==> src/rtl/nbt_sram_pkg.sv <==
package nbt_sram_pkg;

   typedef enum logic [1:0] {
      CMD_IDLE  = 2'd0,
      CMD_READ  = 2'd1,
      CMD_WRITE = 2'd2
   } cmd_e;

   // low two address bits of a burst beat
   function automatic logic [1:0] beat_lo(input logic [1:0] start,
                                          input logic [1:0] beat,
                                          input logic       linear);
      logic [1:0] r;
      if (linear) r = start + beat;
      else        r = start ^ beat;
      return r;
   endfunction

endpackage

==> src/rtl/nbt_cmd_seq.sv <==
module nbt_cmd_seq
   import nbt_sram_pkg::*;
#(
   parameter int ADDR_W = 8,
   parameter int NB     = 2
) (
   input  logic              clk,
   input  logic              rst_n,
   input  logic [ADDR_W-1:0] addr,
   input  logic              we,
   input  logic [NB-1:0]     bw_n,
   input  logic              ce1_n,
   input  logic              ce2,
   input  logic              ce3_n,
   input  logic              adv,
   input  logic              lin_order,
   output cmd_e              cmd,
   output logic [ADDR_W-1:0] cmd_addr,
   output logic [NB-1:0]     cmd_be
);

   cmd_e              b_cmd;
   logic [ADDR_W-1:0] b_base;
   logic [1:0]        b_cnt;
   logic              b_lin;

   cmd_e              n_cmd;
   logic [ADDR_W-1:0] n_base;
   logic [1:0]        n_cnt;
   logic              n_lin;
   logic              selected;

   assign selected = ~ce1_n & ce2 & ~ce3_n;

   always_comb begin
      if (!adv) begin
         if (selected) n_cmd = we ? CMD_WRITE : CMD_READ;
         else          n_cmd = CMD_IDLE;
         n_base = addr;
         n_cnt  = 2'd0;
         n_lin  = lin_order;
      end else begin
         n_cmd  = b_cmd;
         n_base = b_base;
         n_cnt  = b_cnt + 2'd1;
         n_lin  = b_lin;
      end
   end

   assign cmd      = n_cmd;
   assign cmd_addr = {n_base[ADDR_W-1:2], beat_lo(n_base[1:0], n_cnt, n_lin)};
   assign cmd_be   = ~bw_n;

   always_ff @(posedge clk or negedge rst_n) begin
      if (!rst_n) begin
         b_cmd  <= CMD_IDLE;
         b_base <= '0;
         b_cnt  <= 2'd0;
         b_lin  <= 1'b0;
      end else begin
         b_cmd  <= n_cmd;
         b_base <= n_base;
         b_cnt  <= n_cnt;
         b_lin  <= n_lin;
      end
   end

endmodule

==> src/rtl/nbt_late_wr.sv <==
module nbt_late_wr #(
   parameter int ADDR_W = 8,
   parameter int NB     = 2,
   parameter int LAT    = 2
) (
   input  logic              clk,
   input  logic              rst_n,
   input  logic              wr_req,
   input  logic [ADDR_W-1:0] wr_addr,
   input  logic [NB-1:0]     wr_be,
   output logic              cm_v,
   output logic [ADDR_W-1:0] cm_addr,
   output logic [NB-1:0]     cm_be
);

   logic [LAT-1:0]    v_q;
   logic [ADDR_W-1:0] a_q  [LAT];
   logic [NB-1:0]     be_q [LAT];

   for (genvar s = 0; s < LAT; s++) begin : g_stage
      if (s == 0) begin : g_head
         always_ff @(posedge clk or negedge rst_n) begin
            if (!rst_n) v_q[s] <= 1'b0;
            else        v_q[s] <= wr_req;
         end
         always_ff @(posedge clk) begin
            a_q[s]  <= wr_addr;
            be_q[s] <= wr_be;
         end
      end else begin : g_tail
         always_ff @(posedge clk or negedge rst_n) begin
            if (!rst_n) v_q[s] <= 1'b0;
            else        v_q[s] <= v_q[s-1];
         end
         always_ff @(posedge clk) begin
            a_q[s]  <= a_q[s-1];
            be_q[s] <= be_q[s-1];
         end
      end
   end

   assign cm_v    = v_q[LAT-1];
   assign cm_addr = a_q[LAT-1];
   assign cm_be   = be_q[LAT-1];

endmodule

==> src/rtl/nbt_bank_array.sv <==
module nbt_bank_array #(
   parameter int ADDR_W = 8,
   parameter int NB     = 2,
   parameter int BW     = 9
) (
   input  logic              clk,
   input  logic              wr_v,
   input  logic [ADDR_W-1:0] wr_addr,
   input  logic [NB-1:0]     wr_be,
   input  logic [NB*BW-1:0]  wr_data,
   input  logic [ADDR_W-1:0] rd_addr,
   output logic [NB*BW-1:0]  rd_data
);

   localparam int DEPTH = 1 << ADDR_W;

   for (genvar b = 0; b < NB; b++) begin : g_bank
      logic [BW-1:0] cells [DEPTH];
      always_ff @(posedge clk) begin
         if (wr_v && wr_be[b]) cells[wr_addr] <= wr_data[b*BW +: BW];
      end
      assign rd_data[b*BW +: BW] = cells[rd_addr];
   end

endmodule

==> src/rtl/nbt_rd_out.sv <==
module nbt_rd_out #(
   parameter int ADDR_W = 8,
   parameter int NB     = 2,
   parameter int BW     = 9,
   parameter bit PIPE   = 1'b1
) (
   input  logic              clk,
   input  logic              rst_n,
   input  logic              rd_req,
   input  logic [ADDR_W-1:0] rd_addr_in,
   input  logic              cm_v,
   input  logic [ADDR_W-1:0] cm_addr,
   input  logic [NB-1:0]     cm_be,
   input  logic [NB*BW-1:0]  wdata,
   input  logic [NB*BW-1:0]  arr_data,
   input  logic              oe_n,
   output logic [ADDR_W-1:0] arr_addr,
   output logic [NB*BW-1:0]  dout,
   output logic              dout_en
);

   logic              r_v;
   logic [ADDR_W-1:0] r_a;
   logic [NB*BW-1:0]  merged;
   logic              hit;
   logic              o_v;
   logic [NB*BW-1:0]  o_d;

   always_ff @(posedge clk or negedge rst_n) begin
      if (!rst_n) r_v <= 1'b0;
      else        r_v <= rd_req;
   end
   always_ff @(posedge clk) r_a <= rd_addr_in;

   assign arr_addr = r_a;
   assign hit      = cm_v && (cm_addr == r_a);

   for (genvar b = 0; b < NB; b++) begin : g_fwd
      assign merged[b*BW +: BW] = (hit && cm_be[b]) ? wdata[b*BW +: BW]
                                                    : arr_data[b*BW +: BW];
   end

   if (PIPE) begin : g_reg_out
      always_ff @(posedge clk or negedge rst_n) begin
         if (!rst_n) o_v <= 1'b0;
         else        o_v <= r_v;
      end
      always_ff @(posedge clk) o_d <= merged;
   end else begin : g_flow_out
      assign o_v = r_v;
      assign o_d = merged;
   end

   assign dout_en = o_v & ~oe_n;
   assign dout    = dout_en ? o_d : '0;

endmodule

==> src/rtl/nbt_sram.sv <==
module nbt_sram
   import nbt_sram_pkg::*;
#(
   parameter int ADDR_W    = 8,
   parameter int BYTES     = 2,
   parameter int BYTE_W    = 9,
   parameter bit PIPELINED = 1'b1
) (
   input  logic                    clk,
   input  logic                    rst_n,
   input  logic [ADDR_W-1:0]       addr,
   input  logic                    we,
   input  logic [BYTES-1:0]        bw_n,
   input  logic                    ce1_n,
   input  logic                    ce2,
   input  logic                    ce3_n,
   input  logic                    adv,
   input  logic                    lin_order,
   input  logic                    oe_n,
   input  logic [BYTES*BYTE_W-1:0] din,
   output logic [BYTES*BYTE_W-1:0] dout,
   output logic                    dout_en
);

   localparam int DW     = BYTES * BYTE_W;
   localparam int WR_LAT = PIPELINED ? 2 : 1;

   if (ADDR_W < 3 || ADDR_W > 12) begin : g_bad_addr
      $error("nbt_sram: ADDR_W must lie in 3..12");
   end
   if (BYTES < 1 || BYTE_W < 1) begin : g_bad_bytes
      $error("nbt_sram: BYTES and BYTE_W must be positive");
   end

   cmd_e              cmd;
   logic [ADDR_W-1:0] cmd_addr;
   logic [BYTES-1:0]  cmd_be;
   logic              cm_v;
   logic [ADDR_W-1:0] cm_addr;
   logic [BYTES-1:0]  cm_be;
   logic [ADDR_W-1:0] arr_addr;
   logic [DW-1:0]     arr_data;

   nbt_cmd_seq #(.ADDR_W(ADDR_W), .NB(BYTES)) u_seq (
      .clk       (clk),
      .rst_n     (rst_n),
      .addr      (addr),
      .we        (we),
      .bw_n      (bw_n),
      .ce1_n     (ce1_n),
      .ce2       (ce2),
      .ce3_n     (ce3_n),
      .adv       (adv),
      .lin_order (lin_order),
      .cmd       (cmd),
      .cmd_addr  (cmd_addr),
      .cmd_be    (cmd_be)
   );

   nbt_late_wr #(.ADDR_W(ADDR_W), .NB(BYTES), .LAT(WR_LAT)) u_lwr (
      .clk     (clk),
      .rst_n   (rst_n),
      .wr_req  (cmd == CMD_WRITE),
      .wr_addr (cmd_addr),
      .wr_be   (cmd_be),
      .cm_v    (cm_v),
      .cm_addr (cm_addr),
      .cm_be   (cm_be)
   );

   nbt_bank_array #(.ADDR_W(ADDR_W), .NB(BYTES), .BW(BYTE_W)) u_arr (
      .clk     (clk),
      .wr_v    (cm_v),
      .wr_addr (cm_addr),
      .wr_be   (cm_be),
      .wr_data (din),
      .rd_addr (arr_addr),
      .rd_data (arr_data)
   );

   nbt_rd_out #(.ADDR_W(ADDR_W), .NB(BYTES), .BW(BYTE_W), .PIPE(PIPELINED)) u_out (
      .clk        (clk),
      .rst_n      (rst_n),
      .rd_req     (cmd == CMD_READ),
      .rd_addr_in (cmd_addr),
      .cm_v       (cm_v),
      .cm_addr    (cm_addr),
      .cm_be      (cm_be),
      .wdata      (din),
      .arr_data   (arr_data),
      .oe_n       (oe_n),
      .arr_addr   (arr_addr),
      .dout       (dout),
      .dout_en    (dout_en)
   );

endmodule

==> config.mk <==
export PLATFORM = sky130hd
export DESIGN_NAME = nbt_sram
export DESIGN_NICKNAME = d
export VERILOG_FILES = /design/src/rtl/nbt_sram_pkg.sv /design/src/rtl/nbt_cmd_seq.sv /design/src/rtl/nbt_late_wr.sv /design/src/rtl/nbt_bank_array.sv /design/src/rtl/nbt_rd_out.sv /design/src/rtl/nbt_sram.sv
export SDC_FILE = /design/constraint.sdc
export NUM_CORES = 2
export LEC_CHECK = 0
export ABC_CLOCK_PERIOD_IN_PS = 6100
export BUFFER_PORTS_ARGS = -buffer_cell sky130_fd_sc_hd__buf_2
export CAP_MARGIN = 20
export CELL_PAD_IN_SITES_DETAIL_PLACEMENT = 2
export CELL_PAD_IN_SITES_GLOBAL_PLACEMENT = 2
export CORE_MARGIN = 10
export CORE_UTILIZATION = 55
export DETAILED_ROUTE_END_ITERATION = 7
export HOLD_SLACK_MARGIN = 0.03
export PLACE_DENSITY_LB_ADDON = 0.1
export SLEW_MARGIN = 20
export SYNTH_ARGS = -nofsm -noshare
export SYNTH_HDL_FRONTEND = slang
export SYNTH_HIERARCHICAL = 1
export SYNTH_MEMORY_MAX_BITS = 65536
export SYNTH_SLANG_ARGS = --single-unit
export TNS_END_PERCENT = 30
==> constraint.sdc <==
create_clock -name clk -period 6.1 [get_ports clk]
set_input_delay 1.22 -clock clk [delete_from_list [all_inputs] [get_ports clk]]
set_output_delay 1.22 -clock clk [all_outputs]
set_load 0.005 [all_outputs]
==> results of run 1 <==
stage by stage:
step / cell area [sq um] / setup WS, ps / std cells / hold slack [ps]
floorplan: 181500 / 2972 / 8654 / 309.6
global placement: 186300 / 1312 / 12690 / 312.8
cells by family after synthesis:
logic type	share of synthesized area
compound gates	0.03375
xor+xnor	0.0004136
fa+ha+maj	0.00006892
buf+inv	0.01936
flops	0.7697
mux	0.1538
simple gates	0.02291
==> results_dict.tcl, run 1 <==
set metrics [dict create \
    ios 56 \
    lastStage "detailed placement" \
    tool.error "[ERROR DPL-0033] detailed placement checks failed during check placement." \
    yosys_warnings 6 \
    syn_area_sq_mm 0.1815 \
    synth_flop_cell "edfxtp_1" \
    fp.dieH_um 594.5 \
    die_w_um 594.5 \
    yosys.area.top_type "edfxtp_1" \
    ys_types 75 \
    status "did not finish" \
    yosys.cell_count.top_type "edfxtp_1" \
    synth_seq_cells 4671 \
    hpwl_mm 406.0 \
    placementRows 210 \
    ys_top_cells_by_count "edfxtp_1 (4608), mux4_2 (896), mux2i_1 (654)" \
    synth.top_cells.by_area "edfxtp_1 (76%), mux4_2 (11%), mux2i_1 (3.6%)" \
    syn_nets 8692 \
    avgSynthCellArea_sq_um 20.97 \
    synth_top_cell_area_share 0.7623 \
    gp_congestion 0.8186 \
    start_util 0.5535 \
    async_flop_share 0.003639 \
    synth_enable_flop_cells 4608 \
    io_buffers 55 \
    syn_inst 8654 \
    seq_area_frac_synth 0.7697 \
]
==> run 2: changes to the inputs <==
- CELL_PAD_IN_SITES_DETAIL_PLACEMENT: 2 -> not set
- CELL_PAD_IN_SITES_GLOBAL_PLACEMENT: 2 -> not set
- CORE_UTILIZATION: 55 -> 40
- HOLD_SLACK_MARGIN: 0.03 -> not set
- PLACE_DENSITY_LB_ADDON: 0.1 -> 0.15
==> run 2 against run 1 <==
The run now ends clean; synthesized area is the same; synthesized cell count did not move.
==> results_dict.tcl, run 2 <==
set metrics [dict create \
    initialDrtViolationCount 9943 \
    layout_setup_ws_ps 1340 \
    ant_nets 0 \
    irDropWorstVdd_v 0.0002567 \
    finalHoldViolCount 0 \
    gp_congestion 0.8046 \
    critPathLaunchType "flop" \
    critPathKind "reg2reg" \
    ctsResizeCount 0 \
    ios 56 \
    post_drt_wl_per_cell_um 33.25 \
    cts.sinks 4671 \
    syn_inst 8654 \
    async_flop_share 0.003639 \
    start_util 0.4012 \
    syn_nets 8692 \
    power.switching_mw 18.36 \
    ys_top_cells_by_count "edfxtp_1 (4608), mux4_2 (896), mux2i_1 (654)" \
    grt_pass1_wl_mm 714.5 \
    grt_antenna_before_repair 32 \
    synth.top_cells.by_area "edfxtp_1 (76%), mux4_2 (11%), mux2i_1 (3.6%)" \
    pre_cts_ws_ps 1435 \
    grt_max_degree 181 \
    stdcell_area_sq_mm 0.2043 \
    grt_util_all_layers 0.2056 \
    setup_viol 0 \
    ys_types 75 \
    core_area_sq_mm 0.4524 \
    htreeDepth 5 \
    regMostFlops "u_arr/g_bank.cells" \
    final_cell_mix "edfxtp_1 (4608), mux4_2 (896), mux2i_1 (654), nor2_1 (535), clkbuf_16 (487)" \
    swShare 0.2494 \
    post_cts_buffers 0 \
    fillers 38020 \
    slew_headroom 0.1207 \
    hpwl_mm 302.6 \
    status "completed" \
    cap_viol_max_count 0 \
    clk_latency_ps 1030 \
    io_buffers 55 \
    final_max_slew_viol_count 0 \
    power_density_mw_per_mm2 360.5 \
    placementRows 247 \
    top_regs "u_arr/g_bank.cells: 4608 flops, u_out/o_d: 18 flops, u_lwr/a_q: 16 flops" \
    die_w_um 693.6 \
    cts_buffers 483 \
    grt.overflow.total 0 \
    vias 90160 \
    grt_setup_unrepaired "false" \
    cp.arrival_ps 5710 \
    tightestPinTransition_ps 1319 \
    fin_nets 8893 \
    fin_skew_ps 65.80 \
    seq_area_frac_synth 0.7697 \
    vias_per_cell 5.908 \
    post-route-util 0.4515 \
    yosys.cell_count.top_type "edfxtp_1" \
    synth_top_cell_area_share 0.7623 \
    endpoint_kind "flop" \
    tns_ps 0 \
    min_period_ps 4760 \
    synth_enable_flop_cells 4608 \
    path_max_fanout 52 \
    drt_wl_total_mm 507.4 \
    syn2layout_area_growth_pct 12.54 \
    syn_area_sq_mm 0.1815 \
    cp.required_ps 7050 \
    drive_gt1_frac 0.2154 \
    synth_flop_cell "edfxtp_1" \
    hold_class "in2async" \
    largest_reg_flops 4608 \
    period_share 0.7804 \
    cts_tree "yes" \
    clkPwrFrac 0.392 \
    dieArea_sq_mm 0.4811 \
    pwr-share-seq 0.485 \
    final_common_cell "edfxtp_1" \
    placed_cell_area_sq_mm 0.1887 \
    yosys.area.top_type "edfxtp_1" \
    cts_root_buf "clkbuf_16" \
    clockBufferDepth 4 \
    fp.dieH_um 693.6 \
    drc 0 \
    fmaxAchievable_mhz 210.1 \
    pwr-share-comb 0.124 \
    synth_seq_cells 4671 \
    avgSynthCellArea_sq_um 20.97 \
    p_leak_nw 63.68 \
    holdBufCountCts 0 \
    p_int_mw 55.28 \
    yosys_warnings 6 \
    drt_first_pass_iters 6 \
    grt_pass1_vias 89820 \
    clk_pin_slew_ps 60 \
]
[run 2: cell counts after synthesis]
Identical to the previous run, type by type.
[run 2: layout make-up]
type / count / area, sq um / area share
inverter: 10 / 51.30 / 0.0002511
clock buffer: 592 / 12670 / 0.06203
timing repair buffer: 275 / 2865 / 0.01403
multi-input combinational: 3414 / 38560 / 0.1888
antenna: 20 / 50.05 / 0.0002450
tap: 5976 / 7477 / 0.03660
clock inverter: 304 / 2864 / 0.01402
sequential: 4671 / 139700 / 0.6841
[run 2: power groups by stage]
stage / Clock (mW) / Combinational [mW] / Sequential, mW
5_1_grt: 30.8 / 9.51 / 35.7
2_1_floorplan: 0 / 5.72 / 36.0
4_1_cts: 29.5 / 9.20 / 35.7
3_3_place_gp: 0 / 9.15 / 36.4
3_5_place_dp: 0 / 9.18 / 36.4
6_report: 28.8 / 9.10 / 35.7
[run 2: worst paths after layout]
check,slack (ps),from,cells after the start,end
setup / recovery,1340,u_out/arr_addr[0],10,u_out/o_d[0]
max in group asynchronous,5710,rst_n,1,u_seq/b_base[3]
hold reg to reg,320,u_lwr/a_q[0][5],0,u_lwr/a_q[0][13]
setup reg to reg,1340,u_out/arr_addr[0],10,u_out/o_d[0]
min in group clk,320,u_lwr/a_q[0][5],0,u_lwr/a_q[0][13]
hold / removal,120,rst_n,1,u_seq/b_lin
[run 2: cells by family (layout without fill, tap and decap cells)]
family,Yosys count,count (layout),share of synthesized area
adders and majority gates,1,1,0.00006892
buffers and inverters,569,1181,0.01936
AOI/OAI and AO/OA,826,826,0.03375
DFF,4671,4671,0.7697
muxes,1635,1635,0.1538
and+or+nand+nor,945,945,0.02291
other,0,20,0
xor gates and xnor gates,7,7,0.0004136
[run 2: layer usage]
metal,up-vias,share of wire,track usage
met2,3421,0.48,0.3341
li1,36850,-,-
met5,-,0.000095,0
met4,8,0.023,0.04473
met1,49240,0.42,0.2934
met3,638,0.069,0.03458
[run 2: critical path: stages, from the launching register on]
cell,delay [ps]
dfxtp_4,880
buf_12,300
buf_12,230
buf_12,390
mux2i_1,150
o221ai_1,450
a21oi_1,300
nor4_1,780
nand4_1,460
nor4_1,370
mux2_2,200
[run 2: through the flow]
| step | hold slack (ps) | std cells | power [mW] |
|---|---|---|---|
| 2_1_floorplan | 309.6 | 8654 | 41.75 |
| 3_3_place_gp | 311.2 | 14340 | 45.52 |
| 3_5_place_dp | 312.1 | 14350 | 45.55 |
| 4_1_cts | 46.54 | 15240 | 74.39 |
| 5_1_grt | 99.40 | 15240 | 76.00 |
| 6_report | 118.2 | 15260 | 73.65 |
Note: power is estimated with default switching activity, not from simulation.
